### src/rtl/dprs_pkg.sv
package dprs_pkg;

   typedef enum logic [2:0] {
      PH_IDLE = 3'd0,
      PH_LEAD = 3'd1,
      PH_HIGH = 3'd2,
      PH_GAP  = 3'd3,
      PH_TAIL = 3'd4
   } phase_e;

endpackage

### src/rtl/dprs_width_latch.sv
module dprs_width_latch #(
   parameter int WIDTH_W   = 16,
   parameter int MIN_PULSE = 110
) (
   input  logic               clk,
   input  logic               srst,
   input  logic               capture,
   input  logic [WIDTH_W-1:0] req_width,
   output logic [WIDTH_W-1:0] eff_width
);

   localparam logic [WIDTH_W-1:0] FLOOR = WIDTH_W'(MIN_PULSE);

   logic [WIDTH_W-1:0] clamped;

   generate
      if (MIN_PULSE > 1) begin : g_floor_cmp
         always_comb clamped = (req_width < FLOOR) ? FLOOR : req_width;
      end else begin : g_zero_fix
         always_comb clamped = (req_width == '0) ? WIDTH_W'(1) : req_width;
      end
   endgenerate

   always_ff @(posedge clk) begin
      if (srst)
         eff_width <= FLOOR;
      else if (capture)
         eff_width <= clamped;
   end

endmodule

### src/rtl/dprs_down_counter.sv
module dprs_down_counter #(
   parameter int CNT_W = 16
) (
   input  logic             clk,
   input  logic             srst,
   input  logic             load,
   input  logic [CNT_W-1:0] load_val,
   output logic             at_zero
);

   logic [CNT_W-1:0] cnt_q;

   always_ff @(posedge clk) begin
      if (srst)
         cnt_q <= '0;
      else if (load)
         cnt_q <= load_val;
      else if (cnt_q != '0)
         cnt_q <= cnt_q - CNT_W'(1);
   end

   assign at_zero = (cnt_q == '0);

endmodule

### src/rtl/dprs_phase_ctrl.sv
module dprs_phase_ctrl
   import dprs_pkg::*;
#(
   parameter int WIDTH_W    = 16,
   parameter int CNT_W      = 16,
   parameter int LEAD_CYC   = 10,
   parameter int TAIL_CYC   = 5,
   parameter int NUM_PULSES = 2
) (
   input  logic               clk,
   input  logic               srst,
   input  logic               start,
   input  logic               cnt_zero,
   input  logic [WIDTH_W-1:0] eff_width,
   output logic               cnt_load,
   output logic [CNT_W-1:0]   cnt_val,
   output logic               accept,
   output phase_e             phase
);

   localparam int IDX_W = (NUM_PULSES > 1) ? $clog2(NUM_PULSES) : 1;
   localparam logic [IDX_W-1:0] LAST_IDX = IDX_W'(NUM_PULSES - 1);
   localparam logic [CNT_W-1:0] LEAD_LD  = CNT_W'(LEAD_CYC - 1);
   localparam logic [CNT_W-1:0] TAIL_LD  = CNT_W'(TAIL_CYC - 1);

   phase_e           ph_q, ph_n;
   logic [IDX_W-1:0] idx_q, idx_n;
   logic [CNT_W-1:0] width_ld;

   assign width_ld = CNT_W'(eff_width) - CNT_W'(1);
   assign accept   = (ph_q == PH_IDLE) && start;

   always_comb begin
      ph_n     = ph_q;
      idx_n    = idx_q;
      cnt_load = 1'b0;
      cnt_val  = '0;
      unique case (ph_q)
         PH_IDLE: begin
            if (start) begin
               ph_n     = PH_LEAD;
               cnt_load = 1'b1;
               cnt_val  = LEAD_LD;
            end
         end
         PH_LEAD: begin
            if (cnt_zero) begin
               ph_n     = PH_HIGH;
               idx_n    = '0;
               cnt_load = 1'b1;
               cnt_val  = width_ld;
            end
         end
         PH_HIGH: begin
            if (cnt_zero) begin
               cnt_load = 1'b1;
               if (idx_q == LAST_IDX) begin
                  ph_n    = PH_TAIL;
                  cnt_val = TAIL_LD;
               end else begin
                  ph_n    = PH_GAP;
                  cnt_val = width_ld;
               end
            end
         end
         PH_GAP: begin
            if (cnt_zero) begin
               ph_n     = PH_HIGH;
               idx_n    = idx_q + IDX_W'(1);
               cnt_load = 1'b1;
               cnt_val  = width_ld;
            end
         end
         PH_TAIL: begin
            if (cnt_zero)
               ph_n = PH_IDLE;
         end
         default: ph_n = PH_IDLE;
      endcase
   end

   always_ff @(posedge clk) begin
      if (srst) begin
         ph_q  <= PH_IDLE;
         idx_q <= '0;
      end else begin
         ph_q  <= ph_n;
         idx_q <= idx_n;
      end
   end

   assign phase = ph_q;

endmodule

### src/rtl/dprs_seq.sv
module dprs_seq
   import dprs_pkg::*;
#(
   parameter int WIDTH_W    = 16,
   parameter int MIN_PULSE  = 110,
   parameter int LEAD_CYC   = 10,
   parameter int TAIL_CYC   = 5,
   parameter int NUM_PULSES = 2
) (
   input  logic               clk,
   input  logic               srst,
   input  logic               start_i,
   input  logic [WIDTH_W-1:0] pulse_width_i,
   output logic               reset_pulse_o,
   output logic               busy_o,
   output logic               done_o
);

   localparam int LEAD_W = $clog2(LEAD_CYC + 1);
   localparam int TAIL_W = $clog2(TAIL_CYC + 1);
   localparam int AUX_W  = (LEAD_W > TAIL_W) ? LEAD_W : TAIL_W;
   localparam int CNT_W  = (WIDTH_W > AUX_W) ? WIDTH_W : AUX_W;

   generate
      if (WIDTH_W < 2)
         $error("dprs_seq: WIDTH_W must be at least 2");
      if (MIN_PULSE < 1 || MIN_PULSE >= (1 << WIDTH_W))
         $error("dprs_seq: MIN_PULSE must be in 1 .. 2**WIDTH_W-1");
      if (LEAD_CYC < 1)
         $error("dprs_seq: LEAD_CYC must be at least 1");
      if (TAIL_CYC < 1)
         $error("dprs_seq: TAIL_CYC must be at least 1");
      if (NUM_PULSES < 1)
         $error("dprs_seq: NUM_PULSES must be at least 1");
   endgenerate

   logic               accept;
   logic               cnt_load;
   logic               cnt_zero;
   logic [CNT_W-1:0]   cnt_val;
   logic [WIDTH_W-1:0] eff_width;
   phase_e             phase;

   dprs_width_latch #(
      .WIDTH_W   (WIDTH_W),
      .MIN_PULSE (MIN_PULSE)
   ) u_width (
      .clk       (clk),
      .srst      (srst),
      .capture   (accept),
      .req_width (pulse_width_i),
      .eff_width (eff_width)
   );

   dprs_down_counter #(
      .CNT_W    (CNT_W)
   ) u_cnt (
      .clk      (clk),
      .srst     (srst),
      .load     (cnt_load),
      .load_val (cnt_val),
      .at_zero  (cnt_zero)
   );

   dprs_phase_ctrl #(
      .WIDTH_W    (WIDTH_W),
      .CNT_W      (CNT_W),
      .LEAD_CYC   (LEAD_CYC),
      .TAIL_CYC   (TAIL_CYC),
      .NUM_PULSES (NUM_PULSES)
   ) u_ctrl (
      .clk       (clk),
      .srst      (srst),
      .start     (start_i),
      .cnt_zero  (cnt_zero),
      .eff_width (eff_width),
      .cnt_load  (cnt_load),
      .cnt_val   (cnt_val),
      .accept    (accept),
      .phase     (phase)
   );

   assign reset_pulse_o = (phase == PH_HIGH);
   assign busy_o        = (phase != PH_IDLE);
   assign done_o        = (phase == PH_TAIL) && cnt_zero;

endmodule

### config.mk
export PLATFORM = sky130hd
export DESIGN_NAME = dprs_seq
export DESIGN_NICKNAME = d
export VERILOG_FILES = /design/src/rtl/dprs_pkg.sv /design/src/rtl/dprs_width_latch.sv /design/src/rtl/dprs_down_counter.sv /design/src/rtl/dprs_phase_ctrl.sv /design/src/rtl/dprs_seq.sv
export SDC_FILE = /design/constraint.sdc
export NUM_CORES = 1
export LEC_CHECK = 0
export ABC_AREA = 1
export BUFFER_PORTS_ARGS = -buffer_cell sky130_fd_sc_hd__buf_2
export CORE_MARGIN = 8
export CORE_UTILIZATION = 40
export CTS_CLUSTER_DIAMETER = 100
export CTS_CLUSTER_SIZE = 14
export DETAILED_ROUTE_END_ITERATION = 16
export PLACE_DENSITY = 0.61
export SYNTH_ARGS = -nofsm -noshare
export SYNTH_HDL_FRONTEND = slang
export SYNTH_HIERARCHICAL = 1
export SYNTH_SLANG_ARGS = --single-unit
### constraint.sdc
create_clock -name clk -period 2.1 [get_ports clk]
set_clock_uncertainty 0.2 [all_clocks]
set_input_delay 0.42 -clock clk [delete_from_list [all_inputs] [get_ports clk]]
set_output_delay 0.42 -clock clk [all_outputs]
set_load 0.02 [all_outputs]
==> run summary <==
ANT cells = 0
Switching Fraction = 50.8%
fin. max-slew vios = 0
Design Area, Final = 0.00299 sq mm
Fin. Hold Viols = 0
final setup fails = 0
P_leak = 1.43 nW
Post-Syn Instances = 416
vias in the first global route = 2475
worst setup path start = u_cnt/cnt_q[0]
GRT Total Usage = 14.5%
largest family of logic cells by synthesized area = simple AND/OR/NAND/NOR gates
met2 Usage GRT = 25.5%
Starting Density = 40.9%
critical path type = reg -> out
RSZ-0062 raised after global routing = true
Final Cycle Share = 99.8%
Post-Syn Area per Cell = 6.13 sq um
Seq/Total Area, Yosys = 28.3%
routed vias/inst = 4.70
H-tree depth = 2
Cell Area, Placed = 0.00280 sq mm
Worst Setup End Kind = primary output
# fillers = 662
Hold Buf Count CTS = 0
Port Buffers = 21
CP required = 1.48 ns
CTS root buf = clkbuf_8
run status = completed
Worst EP arrival = 1.48 ns
grt met1 use = 17.1%
gr ovfl total = 0
Layout Area Growth over Synthesis = 17.2%
R2R Setup Slk = 0.09 ns
fin crit period = 2.10 ns
largest net degree at the start of global routing = 24
pwr/cell area = 1700 mW/mm^2
worst r2r src = u_cnt/cnt_q[0]
clk sinks = 36
Cell Area, Synth = 0.00255 sq mm
CTS tree = yes
Sw Pwr = 0.00259 W
first-pass GRT wire length = 10800 microns
most frequent cells in the layout = 107 x nand2_1, 77 x nor2_1, 41 x inv_1
combinational share of power = 65.7%
post-synthesis simple-gate area fraction = 47.1%
drt first-iter violations = 67
Most Crowded Layer GR = met2
Die Area = 0.00919 sq mm
Max Cap Viol = 0
top cells by area, synth = dfxtp_1 28%, nand2_1 16%, nor2_1 12%, inv_1 6.6%, nand3_1 4.9%
Setup WS post-layout = 0.00479 ns
CP Launch Type = flop
Int Power = 0.00251 W
Ports = 22
DR pass1 iterations = 5
sequential power share = 24.4%
drt wl/cell = 11.2 microns
commonest non-fill, non-tap cell in the layout = nand2_1
HP Class = in -> reg
chip width = 95.8 microns
row cnt = 29
hold path cells = 3
Final #Nets = 474
cts bufs inserted = 5
syn_nets = 437
antenna-violating nets left = 0
area leader, netlist = dfxtp_1
post-synth cell types = 32
crit path max fanout = 2
Clock power frac = 9.9%
DP Worst Slack = 0.0121 ns
Synth Register Bits = 36
die height = 95.8 microns
R2R depth = 15
layout cells sized above 1 = 22.5%
Yosys warning count = 6
clock buffer depth = 2
Rel. slew slack = 74.7%
Floorplan Core Area = 0.00624 sq mm
xor/xnor share of the synthesized area = 4.76%
final wirelength = 5930 microns
Synth Area in Compound Gates = 9.72%
Placer Congestion = 0.831
Synth Area in Adders = 0.981%
CTS clk-pin slew, worst paths = 0.07 ns
clk_lat worst skew = 0.28 ns
initial antenna violation count = 0
top-area cell type share of the netlist area = 28.3%
end of the critical path = done_o
IR drop worst, VDD = 823 uV
maximum clock rate = 477 MHz
met3 Track Usage GR = 2.96%
Worst-Margin Slew = 0.378 ns
proportion of synthesized area in mux cells = 0%
reg-to-reg endpoint = u_cnt/cnt_q[15]
via count = 2498
Post-route DRC = 0
post-DP HPWL = 4690 microns
-- power groups by stage --
stage	registers, W	logic (W)	clock network, W
6_report	0.00124	0.00335	0.000503
5_1_grt	0.00128	0.00383	0.000560
3_5_place_dp	0.00123	0.00311	0
2_1_floorplan	0.00118	0.00245	0
4_1_cts	0.00123	0.00328	0.000532
3_3_place_gp	0.00123	0.00309	0
-- routing by layer --
metal,wire length [microns],up-vias,part of all wire (%)
li1,-,1369,-
met1,2860,1078,48
met2,2810,41,47
met3,163,10,2.7
met4,95,0,1.6
met5,0,-,0
-- stage by stage --
stage                     hold WS, ns  utilization [%]  setup TNS, ns  std cells  total power (W)
after floorplan                 0.248                -              0        416          0.00363
final                           0.177             47.9              0        531          0.00509
after CTS                       0.166             47.3       -0.00278        529          0.00504
after detailed placement        0.296             44.8              0        518          0.00435
after global placement          0.270             44.8              0        518          0.00432
after global routing            0.185             47.9         -0.376        531          0.00567
-- state kept, by name, indices dropped and copies added, names as in the netlist --
register           count
u_cnt/cnt_q           16
u_ctrl/idx_q           1
u_ctrl/phase           3
u_width/eff_width     16
-- cells by family after synthesis --
logic type                 Yosys count
DFF                                 36
and+or+nand+nor                    259
AOI/OAI and AO/OA                   48
xor gates and xnor gates            13
buffers and inverters               58
adders and majority gates            2
-- cells in the mapped netlist --
| cell type | n |
|---|---|
| nand4_4 | 1 |
| nand4_1 | 4 |
| nand3b_1 | 3 |
| nand2_4 | 3 |
| o21ai_1 | 3 |
| buf_4 | 1 |
| nor2_1 | 80 |
| nor2_2 | 13 |
| inv_4 | 1 |
| buf_2 | 2 |
| inv_2 | 5 |
| ha_1 | 2 |
| o21ai_0 | 18 |
| clkbuf_1 | 3 |
| o211ai_1 | 1 |
| nor3_1 | 1 |
| a21oi_1 | 24 |
| nand3_2 | 4 |
| xnor2_1 | 8 |
| buf_6 | 1 |
| nor2_8 | 1 |
| o21bai_1 | 1 |
| nand2_1 | 111 |
| xor2_1 | 4 |
| dfxtp_1 | 36 |
| nand3_1 | 25 |
| inv_1 | 45 |
| xor2_2 | 1 |
| nand2_2 | 7 |
| a22oi_1 | 1 |
| nor3_2 | 1 |
| nor2_4 | 5 |
-- worst max-delay path: stages (launching register included) --
cell and delay (ns):
dfxtp_2 0.32, inv_2 0.07, ha_4 0.17, nand2_8 0.06, nor2_8 0.10, nand4_4 0.10
inv_4 0.07, nand2_2 0.05, nor2_2 0.12, buf_6 0.12
-- worst min path at each step --
stage,to,from,slack (ns)
5_1_grt,u_width/eff_width[0],pulse_width_i[0],0.19
2_1_floorplan,u_ctrl/idx_q,u_ctrl/idx_q,0.25
3_5_place_dp,u_ctrl/idx_q,u_ctrl/idx_q,0.30
3_3_place_gp,u_ctrl/idx_q,u_ctrl/idx_q,0.27
6_report,u_width/eff_width[11],pulse_width_i[11],0.18
4_1_cts,u_width/eff_width[11],pulse_width_i[11],0.17
-- area by class of cell --
| class | instances | area, sq um | share of cell area [%] |
|---|---|---|---|
| well taps | 77 | 96.3 | 3.22 |
| clock buffers | 8 | 90.1 | 3.02 |
| multi-input cells | 322 | 1650 | 55.1 |
| repair buffers | 37 | 231 | 7.75 |
| flip-flops and latches | 36 | 727 | 24.3 |
| inverters | 51 | 196 | 6.57 |
-- timing repair --
item	4_1_cts	5_1_grt
setup endpoints to repair	2	17
gates resized for setup	15	9
pin swaps	4	5
buffers inserted	3	2
Note: power is estimated with default switching activity, not from simulation.
